===== config.mk =====
export PLATFORM = sky130hd
export DESIGN_NAME = pw_walker
export DESIGN_NICKNAME = d
export VERILOG_FILES = /design/src/rtl/pw_pkg.sv /design/src/rtl/pw_ctrl.sv /design/src/rtl/pw_dpath.sv /design/src/rtl/pw_walker.sv
export SDC_FILE = /design/constraint.sdc
export NUM_CORES = 1
export LEC_CHECK = 0
export BUFFER_PORTS_ARGS = -buffer_cell sky130_fd_sc_hd__buf_2
export CAP_MARGIN = 10
export CORE_UTILIZATION = 55
export CTS_CLUSTER_SIZE = 30
export DETAILED_ROUTE_END_ITERATION = 6
export PLACE_DENSITY_LB_ADDON = 0.2
export SLEW_MARGIN = 20
export SYNTH_ARGS = -nofsm -noshare
export SYNTH_HDL_FRONTEND = slang
export SYNTH_SLANG_ARGS = --single-unit

===== constraint.sdc =====
create_clock -name clk -period 3.56 [get_ports clk]
set_input_delay 0.534 -clock clk [delete_from_list [all_inputs] [get_ports clk]]
set_output_delay 0.534 -clock clk [all_outputs]
set_load 0.05 [all_outputs]

===== src/rtl/pw_pkg.sv =====
package pw_pkg;
  localparam int ENT_W = 32;
  localparam int BIT_P = 0;
  localparam int BIT_RW = 1;
  localparam int BIT_US = 2;
  localparam int BIT_A = 5;
  localparam int BIT_D = 6;
  localparam int BIT_PS = 7;
  localparam int BIT_LRSVD = 21;
  localparam int LHI_LSB = 13;

  typedef enum logic [1:0] {ACC_LOAD = 2'd0, ACC_STORE = 2'd1, ACC_FETCH = 2'd2} accKind_e;
  typedef enum logic [1:0] {FLT_NONE = 2'd0, FLT_ABSENT = 2'd1, FLT_RSVD = 2'd2} fltKind_e;

  typedef struct packed {
    logic     latchIn;
    logic     loadDir;
    logic     loadTbl;
    logic     selTbl;
    logic     flagFin;
    logic     commitOk;
    logic     commitFlt;
    fltKind_e fltKind;
  } pwCtl_t;

  typedef struct packed {
    logic dirPresent;
    logic dirLarge;
    logic dirRsvd;
    logic dirNeedA;
    logic tblPresent;
    logic finNeedSet;
  } pwSts_t;
endpackage


===== src/rtl/pw_ctrl.sv =====
module pw_ctrl
  import pw_pkg::*;
(
  input  logic   clk,
  input  logic   rstN,
  input  logic   startReq,
  input  logic   memValid,
  input  logic   flagAck,
  input  logic   flagOk,
  input  pwSts_t sts,
  output pwCtl_t ctl,
  output logic   memReq,
  output logic   flagReq,
  output logic   doneStrobe
);
  typedef enum logic [2:0] {
    S_IDLE, S_DRD, S_DCHK, S_DSET, S_TRD, S_TCHK, S_FIN, S_DONE
  } st_e;

  st_e st, nxt;

  always_ff @(posedge clk or negedge rstN) begin
    if (!rstN) st <= S_IDLE;
    else       st <= nxt;
  end

  always_comb begin
    nxt = st;
    ctl = '0;
    memReq = 1'b0;
    flagReq = 1'b0;
    doneStrobe = 1'b0;
    case (st)
      S_IDLE: begin
        if (startReq) begin
          ctl.latchIn = 1'b1;
          nxt = S_DRD;
        end
      end
      S_DRD: begin
        memReq = 1'b1;
        if (memValid) begin
          ctl.loadDir = 1'b1;
          nxt = S_DCHK;
        end
      end
      S_DCHK: begin
        if (!sts.dirPresent) begin
          ctl.commitFlt = 1'b1;
          ctl.fltKind = FLT_ABSENT;
          nxt = S_DONE;
        end else if (sts.dirLarge) begin
          if (sts.dirRsvd) begin
            ctl.commitFlt = 1'b1;
            ctl.fltKind = FLT_RSVD;
            nxt = S_DONE;
          end else begin
            nxt = S_FIN;
          end
        end else if (sts.dirNeedA) begin
          nxt = S_DSET;
        end else begin
          nxt = S_TRD;
        end
      end
      S_DSET: begin
        flagReq = 1'b1;
        if (flagAck) nxt = flagOk ? S_TRD : S_DRD;
      end
      S_TRD: begin
        memReq = 1'b1;
        ctl.selTbl = 1'b1;
        if (memValid) begin
          ctl.loadTbl = 1'b1;
          nxt = S_TCHK;
        end
      end
      S_TCHK: begin
        if (!sts.tblPresent) begin
          ctl.commitFlt = 1'b1;
          ctl.fltKind = FLT_ABSENT;
          nxt = S_DONE;
        end else begin
          nxt = S_FIN;
        end
      end
      S_FIN: begin
        ctl.flagFin = 1'b1;
        if (!sts.finNeedSet) begin
          ctl.commitOk = 1'b1;
          nxt = S_DONE;
        end else begin
          flagReq = 1'b1;
          if (flagAck) begin
            if (flagOk) begin
              ctl.commitOk = 1'b1;
              nxt = S_DONE;
            end else begin
              nxt = S_DRD;
            end
          end
        end
      end
      S_DONE: begin
        doneStrobe = 1'b1;
        nxt = S_IDLE;
      end
      default: nxt = S_IDLE;
    endcase
  end
endmodule


===== src/rtl/pw_dpath.sv =====
module pw_dpath
  import pw_pkg::*;
#(
  parameter int PA_W = 40
) (
  input  logic              clk,
  input  logic              rstN,
  input  pwCtl_t            ctl,
  input  logic [31:0]       virtAddr,
  input  logic [1:0]        accKind,
  input  logic [31:0]       tableBase,
  input  logic              largePageEn,
  input  logic [31:0]       a20Mask,
  input  logic [31:0]       memData,
  output pwSts_t            sts,
  output logic [31:0]       memAddr,
  output logic [31:0]       flagAddr,
  output logic [31:0]       flagOld,
  output logic [31:0]       flagSet,
  output logic [PA_W-1:0]   physAddr,
  output logic              bigPage,
  output logic              userOk,
  output logic              writeOk,
  output logic              faultValid,
  output logic [1:0]        faultKind
);
  localparam int HI_W = PA_W - ENT_W;

  logic [31:0] vaR, a20R, dirEnt, tblEnt;
  logic [19:0] baseR;
  logic        storeR, pseR;
  logic [31:0] dirAddr, tblAddr, finEnt, finSet;
  logic [PA_W-1:0] physSmall, physLarge, physNext;
  logic        userNext, writeNext;
  logic [PA_W-1:0] physR;
  logic        bigR, userR, writeR;
  fltKind_e    fltR;

  always_ff @(posedge clk or negedge rstN) begin
    if (!rstN) begin
      vaR <= '0; a20R <= '0; baseR <= '0; storeR <= 1'b0; pseR <= 1'b0;
      dirEnt <= '0; tblEnt <= '0;
      physR <= '0; bigR <= 1'b0; userR <= 1'b0; writeR <= 1'b0; fltR <= FLT_NONE;
    end else begin
      if (ctl.latchIn) begin
        vaR <= virtAddr;
        a20R <= a20Mask;
        baseR <= tableBase[31:12];
        storeR <= (accKind == ACC_STORE);
        pseR <= largePageEn;
      end
      if (ctl.loadDir) dirEnt <= memData;
      if (ctl.loadTbl) tblEnt <= memData;
      if (ctl.commitOk) begin
        physR <= physNext;
        bigR <= sts.dirLarge;
        userR <= userNext;
        writeR <= writeNext;
        fltR <= FLT_NONE;
      end
      if (ctl.commitFlt) begin
        physR <= '0;
        bigR <= 1'b0;
        userR <= 1'b0;
        writeR <= 1'b0;
        fltR <= ctl.fltKind;
      end
    end
  end

  assign dirAddr = ({baseR, 12'h000} + {20'h0, vaR[31:22], 2'b00}) & a20R;
  assign tblAddr = ({dirEnt[31:12], 12'h000} + {20'h0, vaR[21:12], 2'b00}) & a20R;

  assign sts.dirPresent = dirEnt[BIT_P];
  assign sts.dirLarge   = dirEnt[BIT_PS] & pseR;
  assign sts.dirRsvd    = dirEnt[BIT_LRSVD];
  assign sts.dirNeedA   = ~dirEnt[BIT_A];
  assign sts.tblPresent = tblEnt[BIT_P];

  assign finEnt = sts.dirLarge ? dirEnt : tblEnt;
  always_comb begin
    finSet = '0;
    finSet[BIT_A] = 1'b1;
    finSet[BIT_D] = storeR;
  end
  assign sts.finNeedSet = |(finSet & ~finEnt);

  assign memAddr  = ctl.selTbl ? tblAddr : dirAddr;
  assign flagAddr = (ctl.flagFin && !sts.dirLarge) ? tblAddr : dirAddr;
  assign flagOld  = ctl.flagFin ? finEnt : dirEnt;
  always_comb begin
    if (ctl.flagFin) begin
      flagSet = finSet;
    end else begin
      flagSet = '0;
      flagSet[BIT_A] = 1'b1;
    end
  end

  generate
    if (HI_W > 0) begin : g_hiBits
      assign physSmall = {{HI_W{1'b0}}, tblEnt[31:12] & a20R[31:12], vaR[11:0]};
      assign physLarge = {dirEnt[LHI_LSB +: HI_W], dirEnt[31:22] & a20R[31:22], vaR[21:0]};
    end else begin : g_noHiBits
      assign physSmall = {tblEnt[31:12] & a20R[31:12], vaR[11:0]};
      assign physLarge = {dirEnt[31:22] & a20R[31:22], vaR[21:0]};
    end
  endgenerate

  always_comb begin
    if (sts.dirLarge) begin
      physNext  = physLarge;
      userNext  = dirEnt[BIT_US];
      writeNext = dirEnt[BIT_RW] & (storeR | dirEnt[BIT_D]);
    end else begin
      physNext  = physSmall;
      userNext  = dirEnt[BIT_US] & tblEnt[BIT_US];
      writeNext = dirEnt[BIT_RW] & tblEnt[BIT_RW] & (storeR | tblEnt[BIT_D]);
    end
  end

  assign physAddr   = physR;
  assign bigPage    = bigR;
  assign userOk     = userR;
  assign writeOk    = writeR;
  assign faultValid = (fltR != FLT_NONE);
  assign faultKind  = fltR;
endmodule


===== src/rtl/pw_walker.sv =====
module pw_walker
  import pw_pkg::*;
#(
  parameter int PA_W = 40
) (
  input  logic            clk,
  input  logic            rstN,
  input  logic            startReq,
  input  logic [31:0]     virtAddr,
  input  logic [1:0]      accKind,
  input  logic [31:0]     tableBase,
  input  logic            largePageEn,
  input  logic [31:0]     a20Mask,
  output logic            memReq,
  output logic [31:0]     memAddr,
  input  logic            memValid,
  input  logic [31:0]     memData,
  output logic            flagReq,
  output logic [31:0]     flagAddr,
  output logic [31:0]     flagOld,
  output logic [31:0]     flagSet,
  input  logic            flagAck,
  input  logic            flagOk,
  output logic            doneStrobe,
  output logic [PA_W-1:0] physAddr,
  output logic            bigPage,
  output logic            userOk,
  output logic            writeOk,
  output logic            faultValid,
  output logic [1:0]      faultKind
);
  pwCtl_t ctl;
  pwSts_t sts;

  pw_ctrl u_ctrl (
    .clk(clk), .rstN(rstN), .startReq(startReq), .memValid(memValid),
    .flagAck(flagAck), .flagOk(flagOk), .sts(sts), .ctl(ctl),
    .memReq(memReq), .flagReq(flagReq), .doneStrobe(doneStrobe)
  );

  pw_dpath #(.PA_W(PA_W)) u_dpath (
    .clk(clk), .rstN(rstN), .ctl(ctl), .virtAddr(virtAddr), .accKind(accKind),
    .tableBase(tableBase), .largePageEn(largePageEn), .a20Mask(a20Mask),
    .memData(memData), .sts(sts), .memAddr(memAddr), .flagAddr(flagAddr),
    .flagOld(flagOld), .flagSet(flagSet), .physAddr(physAddr), .bigPage(bigPage),
    .userOk(userOk), .writeOk(writeOk), .faultValid(faultValid), .faultKind(faultKind)
  );
endmodule


## Word level (Yosys, flattened, before mapping)

Index checks and enable logic that the tools add are counted.

- $add $sub $neg: 2
- Equality and inequality tests: 13
- Muxes and demuxes: 50
- Bitwise logic cells: 13
- Reductions and logical operators: 8

Operators by type and width:

| kind | number |
|---|---|
| 32-bit two-way mux | 4 |
| 40-bit two-way mux | 3 |
| 32-bit by 12-bit adder with 32-bit output | 2 |
| 32-bit AND | 2 |
| 3-bit two-way mux | 15 |
| 7-bit by 32-bit AND with 32-bit output | 1 |
| 32-bit NOT | 1 |
| 32-bit OR reduction | 1 |
| 3-bit case mux with 8 select lines | 1 |
| 20-bit AND | 1 |
| 1-bit two-way mux | 20 |
| 3-bit equality test (second input constant) | 4 |
| 10-bit AND | 1 |
| 2-bit two-way mux | 4 |
| 2-bit inequality test (second input constant) | 4 |
| 7-bit two-way mux | 1 |
| 3-bit by 2-bit equality test with 1-bit output (second input constant) | 2 |
| 3-bit case mux with 2 select lines | 1 |
| 1-bit AND | 5 |
| 5-bit AND reduction | 1 |
| 2-bit nonzero test | 2 |
| 3-bit by 1-bit equality test with 1-bit output (second input constant) | 1 |
| 3-bit zero test | 1 |
| 3-bit inequality test (second input constant) | 1 |
| 6 further kinds | 7 |

- Flip-flop bits (word level): 198
- Bits of input ports: 137
- Output and inout port bits: 177
- Logic and storage cells: 99

## Logic depth before layout (Yosys ltp)

Gate-level depths: netlist of the first run.

- Depth in word-level cells: 9
- Gate-level depth with buffers: 8
- Mapped depth without buffers: 5

## Hierarchy

Synthesis of the first run repeated with hierarchy kept, for this count alone.

- Cell total of the unflattened synthesis: 888
- Area total of the unflattened synthesis: 9696.8 µm²

By module, submodules not included:

| module | instances | cells an instance | area each (µm²) | sequential area each (µm²) |
|---|---|---|---|---|
| pw_dpath | 1 | 835 | 9291.4 | 4829.6 |
| pw_ctrl | 1 | 53 | 405.4 | 75.1 |

## Least setup slack after synthesis of the first run

No wires, ideal clock.

- Kind: reg2out
- Start: register u_ctrl.st[0]
- End: output memAddr[11]
- Arrival: 2333 ps
- Required time: 3026 ps
- Setup slack: 693 ps
- Stages on the path, launching flop included: 6
- Buffers on the path: 2
- Path through: dfrtp_1 -> buf_2 -> nor3_1 -> clkbuf_1 -> nand2_1 -> a21boi_0

- Word-level cells in the longest chain between the ends: 3

RTL lines:

| item | line | RTL |
|---|---|---|
| start: declaration | pw_ctrl.sv:20 | `st_e st, nxt;` |
| start signal: assignment | pw_ctrl.sv:24 | `else st <= nxt;` |
| 3-bit equality test | pw_ctrl.sv:33 | `case (st)` |
| 2-bit two-way mux | pw_ctrl.sv:33 |  |
| 32-bit two-way mux | pw_dpath.sv:88 | `assign memAddr = ctl.selTbl ? tblAddr : dirAddr;` |
| end: declaration | pw_walker.sv:15 | `output logic [31:0] memAddr,` |

No other way between the ends.

## Final worst setup path of the first run

- Start: register u_ctrl.st[0]
- End: output flagAddr[7]

- Word-level cells in the longest chain between the ends: 4

RTL lines:

| item | line | RTL |
|---|---|---|
| 3-bit equality test | pw_ctrl.sv:33 |  |
| 2-bit two-way mux | pw_ctrl.sv:33 |  |
| 1-bit logical AND | pw_dpath.sv:89 | `assign flagAddr = (ctl.flagFin && !sts.dirLarge) ? tblAddr : dirAddr;` |
| 32-bit two-way mux | pw_dpath.sv:89 |  |
| end: declaration | pw_walker.sv:19 | `output logic [31:0] flagAddr,` |

No other way between the ends.

==> reports/results.tsv, run 1 <==
stage	metric	value	unit
power	ir_drop	0.000672	V
sta	setup_violations	0	
clock_network	numCtsBuffers	17	
die	die_y	134	microns
place	dp_hpwl	17.3	mm
synth	syn_area_per_cell	10.2	sq um
clock_network	clk_pin_slew_worst_paths	0.07	ns
routing	via_per_inst	5.48	
synth	synth-async-reset-ratio	100	%
synth	synth-seq-cells	196	
clock_network	clkLatencyLatePin	0.43	ns
sta	fmax	0.316	GHz
sta	setup_tns	0	ns
run_status	status	finished, final reports clean	
synth	yosys.area.top_type	dfrtp_1	
routing	via_count	7795	
worst_setup_path	r2r-start	u_dpath.dirEnt[7]$_DFFE_PN0P_	
sta	fin_crit	3.17	ns
sta	hold_viol_final	0	
sta	slew_headroom	26.4	%
final_layout	nets	1321	
worst_setup_path	path_max_fanout	23	
die	dieArea	18100	sq um
clock_network	clockBufferDepth	2	
synth	synth_edf_count	0	
hold_path	hold_class	input port to async pin	
clock_network	postCtsSetupRepairBufs	0	
clock_network	htree_levels	4	
routing	drt_iter0_markers	486	
sta	fin_crit_sh	89.0	%
power	power_density	1110	nW/um^2
worst_setup_path	crit_path_end_kind	output port	
synth	synth.cell_area	9650	sq um
place	pre_cts_ws	0.865	ns
grt	grt_pass1_vias	7327	
worst_setup_path	slowest_delay	0.66	ns
final_layout	fillers	1421	
grt	antenna_found_initial	3	
synth	synth.distinct_cells	50	
worst_setup_path	crit_arrival	2.63	ns
routing	antenna_left	0	
synth	ys_seq_area_share	50.8	%
clock_network	cts_root_buf	clkbuf_16	
flow_run	max-cap-violations	0	
worst_setup_path	criticalPathCategory	register to output port	
worst_setup_path	startpoint	u_ctrl.st[0]$_DFFE_PN0P_	
worst_setup_path	cp_top_family	simple AND/OR/NAND/NOR gates	
clock_network	clock_sinks	196	
grt	gr-total-overflow	0	
final_layout	area_delta_synth_final	19.9	%
synth	synthCells	944	
sta	skew	0.00770	ns
clock_network	cts_tree	done	
worst_setup_path	start_kind	register	
sta	rsz0062_at_grt	false	
die	die_w	134	microns
final_layout	layout_common_cells	290 x nand2_1, 263 x buf_2, 196 x dfrtp_1	
grt	grt_max_degree	115	
sta	slew_viol_final	0	
place	portBuffers	264	
routing	wirelength	25.4	mm
die	rows	48	
clock_network	cts_resized	0	
sta	setup_slack	0.392	ns
power	leakagePower	5.88	nW
routing	drcViolationCount	0	
grt	grt_first_pass_wirelength	39.2	mm
final_layout	final_common_cell	nand2_1	
worst_setup_path	path_cells	and3b_1 > nand2_2 > buf_4 > nand2_1 > a21boi_0 > buf_2	
synth	ys.flop_type	dfrtp_1	
final_layout	final_cell_count_no_fill	1423	
die	core	17200	sq um
clock_network	hold_buffers	0	
routing	firstDrtPassIters	5	
place	gp_congestion	0.866	
sta	worst_slew_pin_slew	1.10	ns
place	placed_cells	1390	
worst_setup_path	slowest_stage	dfrtp_1	
die	ioPinCount	314	
synth	yosysTopAreaCellShare	50.8	%
synth	yosys-top-cells-area	dfrtp_1 51%, mux2_2 17%, nand2_1 11%, buf_4 3.6%, a21boi_0 3.5%	
final_layout	drive_gt1_share	39.8	%
worst_setup_path	worst-path-buf-inv	2	
synth	yosys_warnings	0	
routing	route.detailed.wl_per_inst	17.9	microns
grt	track_usage	28.3	%
die	start_util	56.0	%
worst_setup_path	cp.required	3.03	ns
==> per-layer routing <==
layer | up-vias | GRT usage (%) | routed length [microns]
met5 | - | 0 | 22
met4 | 4 | 7.18 | 255
met3 | 22 | 8.18 | 2150
met2 | 302 | 46.5 | 12300
met1 | 3863 | 36.9 | 10700
li1 | 3604 | - | -
==> worst register-to-register path: cells and delay by family, from the launching register on <==
| kind | cells | cell delay (ns) |
|---|---|---|
| AO/OA/AOI/OAI | 3 | 1.28 |
| buffers and inverters | 1 | 0.33 |
| flip-flops | 1 | 0.41 |
| AND/OR/NAND/NOR | 2 | 0.57 |
==> synth_stat cells (4+ instances only) <==
master      n
buf_4      46
a21boi_1   15
o21ai_0    15
o21ai_1     4
mux2_2    146
nand2_1   290
buf_6       8
dfrtp_1   196
nor2_1      8
clkbuf_1   16
buf_2      23
a21oi_1    12
and3_1     12
nand3_1    62
inv_1       4
a21boi_0   45
==> power by group <==
part           leakage, nW  total, mW  internal (mW)  switching [mW]
Combinational         3.18       6.82           2.09            4.72
Sequential            2.42       4.16           3.27           0.888
Clock                0.274       1.89          0.984           0.904
Total                 5.88       12.9           6.35            6.52
==> cell type report <==
class                           count  area, sq um  area share (%)
Antenna cell                        1         2.50          0.0216
Clock buffer                       17          425            3.68
Clock inverter                     15          146            1.27
Inverter                            4         15.0           0.130
Multi-Input combinational cell    684         4280            36.9
Sequential cell                   196         4900            42.4
Tap cell                          225          282            2.43
Timing Repair Buffer              281         1520            13.1
==> stage by stage <==
step | hold WS [ns] | power, mW | utilization, % | instance area (sq um)
6_report | 0.211 | 12.9 | 67.1 | 11600
4_1_cts | 0.271 | 12.9 | 67.1 | 11600
5_1_grt | 0.288 | 13.5 | 67.1 | 11600
3_3_place_gp | 0.440 | 10.8 | 63.8 | 11000
3_5_place_dp | 0.449 | 11.0 | 63.8 | 11000
2_1_floorplan | 0.238 | 9.37 | - | 9770
==> sequential cells by signal, summed over array words and instances (netlist names) <==
name and cells:
u_dpath.physAddr 40, u_dpath.dirEnt 32, u_dpath.tblEnt 32, u_dpath.vaR 32, u_dpath.a20R 30, u_dpath.baseR 20, u_ctrl.st 3, u_dpath.faultKind 2
u_dpath.bigPage 1, u_dpath.pseR 1, u_dpath.storeR 1, u_dpath.userOk 1, u_dpath.writeOk 1
==> cell families after synthesis <==
kind of cell	count (synthesis)	synth area share [%]
muxes	148	17.3
and+or+nand+nor	389	17.0
buffers and inverters	97	6.48
AOI/OAI and AO/OA	112	8.31
DFF	196	50.8
other	2	0.0778
==> path summary, 6_finish.rpt <==
kind	to	depth (start not counted)	slack, ns
worst max register to register	u_dpath.physAddr[18]$_DFFE_PN0P_	6	0.89
max in group asynchronous	u_dpath.dirEnt[15]$_DFFE_PN0P_	2	2.43
worst min register to register	u_dpath.physAddr[11]$_DFFE_PN0P_	2	0.46
worst max-delay path	flagAddr[7]	6	0.39
worst min-delay path	u_dpath.vaR[23]$_DFFE_PN0P_	1	0.21
min in group clk	u_dpath.a20R[12]$_DFFE_PN0P_	2	0.33
Power figures use the tool's default switching activity.
==> inputs of run 2 (changes only) <==
--- a/config.mk
+++ b/config.mk
@@ -11,6 +11,7 @@
 export CTS_CLUSTER_SIZE = 30
 export DETAILED_ROUTE_END_ITERATION = 6
 export PLACE_DENSITY_LB_ADDON = 0.2
+export SKIP_LAST_GASP = 1
 export SLEW_MARGIN = 20
 export SYNTH_ARGS = -nofsm -noshare
 export SYNTH_HDL_FRONTEND = slang
==> constraint.sdc (replaced) <==
create_clock -name clk -period 3.56 [get_ports clk]
set_input_delay 0.712 -clock clk [delete_from_list [all_inputs] [get_ports clk]]
set_output_delay 0.712 -clock clk [all_outputs]
set_load 0.05 [all_outputs]
==> run 2 against run 1 <==
Count of clock-buffer cells in the layout grew 3. Worst setup slack lost 0.21 ns. Maximum frequency shrank 6.3%. Combinational power is essentially flat. Clock skew is essentially flat. Register-to-register slack gained 0.03 ns. Core utilization grew 0.15 points. Sequential cell count is the same. Final area grew 0.22%. First-iteration DRC count grew 16%. Hold slack gained 0.093 ns.
==> reports/results.tsv, run 2 (same netlist as run 1, synthesis figures left out) <==
stage	metric	value	unit
worst_setup_path	r2r_slack	0.92	ns
place	placed_cells	1390	
die	rows	48	
run_status	status	finished, final reports clean	
flow_run	max-cap-violations	0	
final_layout	largest_reg_flops	40	
final_layout	drive_gt1_share	39.7	%
sta	fin_crit_sh	95.0	%
final_layout	final_common_cell	nand2_1	
worst_setup_path	crit_path_end_kind	output port	
sta	setup_violations	0	
power	ir_drop	0.000601	V
die	core	17200	sq um
sta	skew	0.00783	ns
grt	grt_max_degree	78	
routing	wl_met3	1.97	mm
sta	setup_slack	0.179	ns
die	die_y	134	microns
routing	drt_iter0_markers	565	
clock_network	clock_sinks	196	
power	p_comb_share	52.6	%
die	dieArea	18100	sq um
clock_network	htree_levels	4	
power	pwr-share-seq	32.2	%
sta	setup_tns	0	ns
power	swShare	49.6	%
power	p_switching	6.42	mW
clock_network	clk_pin_slew_worst_paths	0.07	ns
final_layout	final_cell_count_no_fill	1420	
clock_network	cts_root_buf	clkbuf_16	
die	ioPinCount	314	
grt	grt_first_pass_wirelength	39.7	mm
clock_network	cts_tree	done	
worst_setup_path	path_max_fanout	61	
grt	antenna_found_initial	2	
sta	slew_viol_final	0	
final_layout	area_delta_synth_final	20.2	%
hold_path	hold_class	input port to async pin	
place	pre_cts_ws	0.687	ns
routing	wirelength	25.3	mm
worst_setup_path	criticalPathCategory	register to output port	
clock_network	postCtsSetupRepairBufs	0	
power	p_clk_share	15.1	%
sta	worst_slew_pin_slew	0.966	ns
routing	wl_met2	12.0	mm
worst_setup_path	r2r-end	u_dpath.physAddr[16]$_DFFE_PN0P_	
grt	grt_pass1_vias	7455	
routing	route.detailed.wl_per_inst	17.8	microns
clock_network	cts_resized	0	
power	power_density	1120	nW/um^2
die	die_w	134	microns
place	dp_hpwl	17.2	mm
clock_network	clkLatencyLatePin	0.43	ns
grt	track_usage	28.8	%
sta	rsz0062_at_grt	false	
routing	top_layer	met4	
sta	fin_hold_ws	0.304	ns
die	start_util	56.0	%
sta	fmax	0.296	GHz
routing	wl_met1	11.0	mm
final_layout	design_area	11600	sq um
worst_setup_path	r2r_cells	6	
clock_network	clockBufferDepth	2	
place	portBuffers	264	
routing	via_count	7723	
place	placed_area	11000	sq um
final_layout	layout_common_cells	290 x nand2_1, 263 x buf_2, 196 x dfrtp_1	
place	gp_congestion	0.858	
worst_setup_path	crit_arrival	2.67	ns
routing	drcViolationCount	0	
worst_setup_path	cp.required	2.85	ns
worst_setup_path	r2r-start	u_ctrl.st[0]$_DFFE_PN0P_	
power	leakagePower	5.89	nW
worst_setup_path	start_kind	register	
sta	slew_headroom	35.6	%
grt	gr-total-overflow	0	
clock_network	numCtsBuffers	17	
routing	via_per_inst	5.44	
final_layout	nets	1321	
sta	fin_crit	3.38	ns
routing	antenna_left	0	
clock_network	hold_buffers	0	
routing	firstDrtPassIters	5	
final_layout	fillers	1365	
power	intPower	6.52	mW
sta	hold_viol_final	0	
==> run 2: worst max path at each step <==
stage / startpoint / endpoint / slack (ns)
after floorplan: u_ctrl.st[0]$_DFFE_PN0P_ / memAddr[11] / 0.51
after global placement: u_ctrl.st[0]$_DFFE_PN0P_ / flagAddr[22] / 0.70
after detailed placement: u_ctrl.st[0]$_DFFE_PN0P_ / flagAddr[28] / 0.69
after CTS: u_ctrl.st[0]$_DFFE_PN0P_ / flagAddr[28] / 0.22
after global routing: u_ctrl.st[0]$_DFFE_PN0P_ / flagAddr[28] / 0.07
final: u_ctrl.st[0]$_DFFE_PN0P_ / flagAddr[28] / 0.18
==> run 2: worst max-delay path, cell delays in order, from the launching register on <==
cell and delay [ns]:
dfrtp_1 0.58, inv_1 0.26, nand3_2 0.23, nor2_4 0.19
buf_12 0.31, nand2_1 0.09, a21boi_0 0.24, buf_2 0.32
==> run 2: metrics by stage <==
step | power [mW] | utilization [%]
3_5_place_dp | 11.0 | 63.8
5_1_grt | 13.6 | 67.3
4_1_cts | 13.0 | 67.3
3_3_place_gp | 10.9 | 63.8
6_report | 12.9 | 67.3
2_1_floorplan | 9.37 | -
==> run 2: area by class of cell <==
type	count	area, sq um	share of cell area, %
Inverter	4	15.0	0.129
Tap cell	225	282	2.43
Multi-Input combinational cell	684	4280	36.9
Clock inverter	9	130	1.12
Clock buffer	20	467	4.02
Antenna cell	1	2.50	0.0216
Timing Repair Buffer	281	1520	13.1
Sequential cell	196	4900	42.3
==> run 2: routing by layer <==
layer  track usage [%]  vias up
li1                  -     3597
met1              39.1     3775
met2              46.1      323
met3              6.87       28
met4              8.43        0
met5                 0        -
==> run 2: power by group through the flow <==
stage               sequential (mW)  clock (mW)  combinational, mW
finish                         4.17        1.96               6.81
CTS                            4.16        1.99               6.84
global placement               4.13           0               6.72
global route                   4.32        2.07               7.23
floorplan                      4.48           0               4.89
detailed placement             4.19           0               6.81
==> inputs of run 3 (changes only) <==
--- a/config.mk
+++ b/config.mk
@@ -11,6 +11,7 @@
 export CTS_CLUSTER_SIZE = 30
 export DETAILED_ROUTE_END_ITERATION = 6
 export PLACE_DENSITY_LB_ADDON = 0.2
+export RECOVER_POWER = 100
 export SKIP_LAST_GASP = 1
 export SLEW_MARGIN = 20
 export SYNTH_ARGS = -nofsm -noshare
==> run 3 against run 2 <==
The run now ends with capacitance limit, slew limit left. Count of clock-buffer cells in the layout unchanged. Clock skew about the same. Register-to-register slack worse by 0.67 ns. Worst setup slack better by 0.0099 ns. Final area down 1.7%. Clock power about the same. Global-route usage unchanged. Combinational power down 2%. Critical path type unchanged. Routed wire length up 0.29%. Final cell count unchanged. Largest power group unchanged.
==> reports/results.tsv, run 3 (same netlist as run 1, synthesis figures left out) <==
stage	metric	value	unit
final_layout	postLayoutCoreUtil	66.1	%
sta	slew_viol_final	123	
sta	slew_headroom	-42.8	%
place	dp_hpwl	17.2	mm
clock_network	postCtsSetupRepairBufs	0	
grt	track_usage	28.8	%
final_layout	final_cell_count_no_fill	1420	
sta	worst_slew_pin_slew	2.14	ns
clock_network	hold_buffers	0	
hold_path	hold_class	register to register	
power	pwr-share-seq	32.6	%
power	p_clk_share	15.3	%
routing	top_layer	met4	
routing	via_count	7750	
routing	drcViolationCount	0	
power	leakagePower	5.49	nW
worst_setup_path	slowest_stage	dfrtp_1	
power	ir_drop	0.000575	V
worst_setup_path	cp.required	2.85	ns
die	start_util	56.0	%
clock_network	clock_sinks	196	
die	ioPinCount	314	
clock_network	cts_tree	done	
worst_setup_path	path_cells	inv_1 > nand3_2 > nor2_4 > buf_12 > nand2_1 > a21boi_0 > clkbuf_2	
power	p_comb_share	52.0	%
final_layout	area_delta_synth_final	18.1	%
routing	wirelength	25.4	mm
grt	gr-total-overflow	0	
power	totalPowerFinal	12.8	mW
final_layout	design_area	11400	sq um
final_layout	final_common_cell	nand2_1	
clock_network	cts_resized	0	
sta	hold_viol_final	0	
final_layout	largest_reg_flops	40	
routing	firstDrtPassIters	5	
power	swShare	50.4	%
routing	antenna_left	0	
routing	route.detailed.wl_per_inst	17.9	microns
sta	fin_hold_ws	0.462	ns
final_layout	drive_gt1_share	31.4	%
place	portBuffers	264	
sta	fin_crit_sh	94.7	%
sta	skew	0.00832	ns
place	placed_cells	1390	
power	p_switching	6.44	mW
sta	rsz0062_at_grt	false	
routing	wl_met3	2.09	mm
clock_network	clk_pin_slew_worst_paths	0.07	ns
worst_setup_path	path_max_fanout	61	
clock_network	clockBufferDepth	2	
die	core	17200	sq um
sta	setup_slack	0.188	ns
routing	drt_iter0_markers	597	
sta	setup_tns	0	ns
die	die_y	134	microns
die	die_w	134	microns
worst_setup_path	crit_arrival	2.66	ns
die	dieArea	18100	sq um
final_layout	nets	1321	
power	power_density	1120	nW/um^2
final_layout	fillers	1431	
run_status	violations	capacitance limit, slew limit	
place	pre_cts_ws	0.687	ns
worst_setup_path	start_kind	register	
sta	fmax	0.297	GHz
place	placed_area	11000	sq um
clock_network	numCtsBuffers	17	
final_layout	seq_area	4900	sq um
routing	via_per_inst	5.46	
grt	grt_pass1_vias	7455	
clock_network	cts_root_buf	clkbuf_16	
flow_run	max-cap-violations	3	
place	gp_congestion	0.858	
clock_network	htree_levels	4	
power	intPower	6.35	mW
grt	grt_first_pass_wirelength	39.7	mm
worst_setup_path	slowest_delay	0.56	ns
sta	setup_violations	0	
final_layout	layout_common_cells	291 x nand2_1, 196 x dfrtp_1, 144 x mux2_2	
sta	fin_crit	3.37	ns
run_status	status	finished, violations left	
grt	antenna_found_initial	2	
die	rows	48	
routing	wl_met2	12.1	mm
grt	grt_max_degree	78	
final_layout	multiInputGateArea	4250	sq um
worst_setup_path	criticalPathCategory	register to output port	
routing	wl_met1	10.8	mm
clock_network	clkLatencyLatePin	0.43	ns
worst_setup_path	crit_path_end_kind	output port	
==> run 3: cell types whose count changed in the layout (fill, tap and decap cells not counted), sizes merged <==
| cell | change |
|---|---|
| buf | -145 |
| clkbuf | +145 |
==> run 3: power groups by stage <==
stage | Combinational, mW | Clock, mW | Sequential, mW
final | 6.66 | 1.96 | 4.17
after global routing | 7.07 | 2.07 | 4.32
after CTS | 6.84 | 1.99 | 4.16
after detailed placement | 6.81 | 0 | 4.19
after global placement | 6.72 | 0 | 4.13
after floorplan | 4.89 | 0 | 4.48
==> run 3: routing by layer <==
layer,GRT usage [%],vias to the layer above
met5,0,-
met4,8.43,0
met3,6.87,28
met2,46.1,320
met1,39.1,3810
li1,-,3592
==> run 3: cell type report <==
type | instances | area share (%)
multi-input cells | 684 | 37.2
repair buffers | 281 | 11.9
well taps | 225 | 2.47
clock buffers | 20 | 4.09
flip-flops and latches | 196 | 43.0
diodes | 1 | 0.0219
inverters | 4 | 0.132
clock inverters | 9 | 1.14
==> run 3: path summary, 6_finish.rpt <==
| check | cells past startpoint | start | slack [ns] | end |
|---|---|---|---|---|
| max reg2reg | 4 | u_ctrl.st[0]$_DFFE_PN0P_ | 0.25 | u_dpath.baseR[5]$_DFFE_PN0P_ |
| max | 7 | u_ctrl.st[0]$_DFFE_PN0P_ | 0.19 | flagAddr[28] |
| max in group asynchronous | 2 | rstN | 0.77 | u_dpath.baseR[4]$_DFFE_PN0P_ |
| min in group asynchronous | 1 | rstN | 0.82 | u_dpath.a20R[11]$_DFFE_PN0P_ |
| min reg2reg | 2 | u_dpath.vaR[10]$_DFFE_PN0P_ | 0.46 | u_dpath.physAddr[10]$_DFFE_PN0P_ |
| min | 2 | u_dpath.vaR[10]$_DFFE_PN0P_ | 0.46 | u_dpath.physAddr[10]$_DFFE_PN0P_ |
==> run 3: worst max-delay path: cells and delay by family, from the launching register on <==
kind	cells	cell delay [ns]
simple gates	3	0.51
flops	1	0.56
compound gates	1	0.25
buf+inv	3	0.90
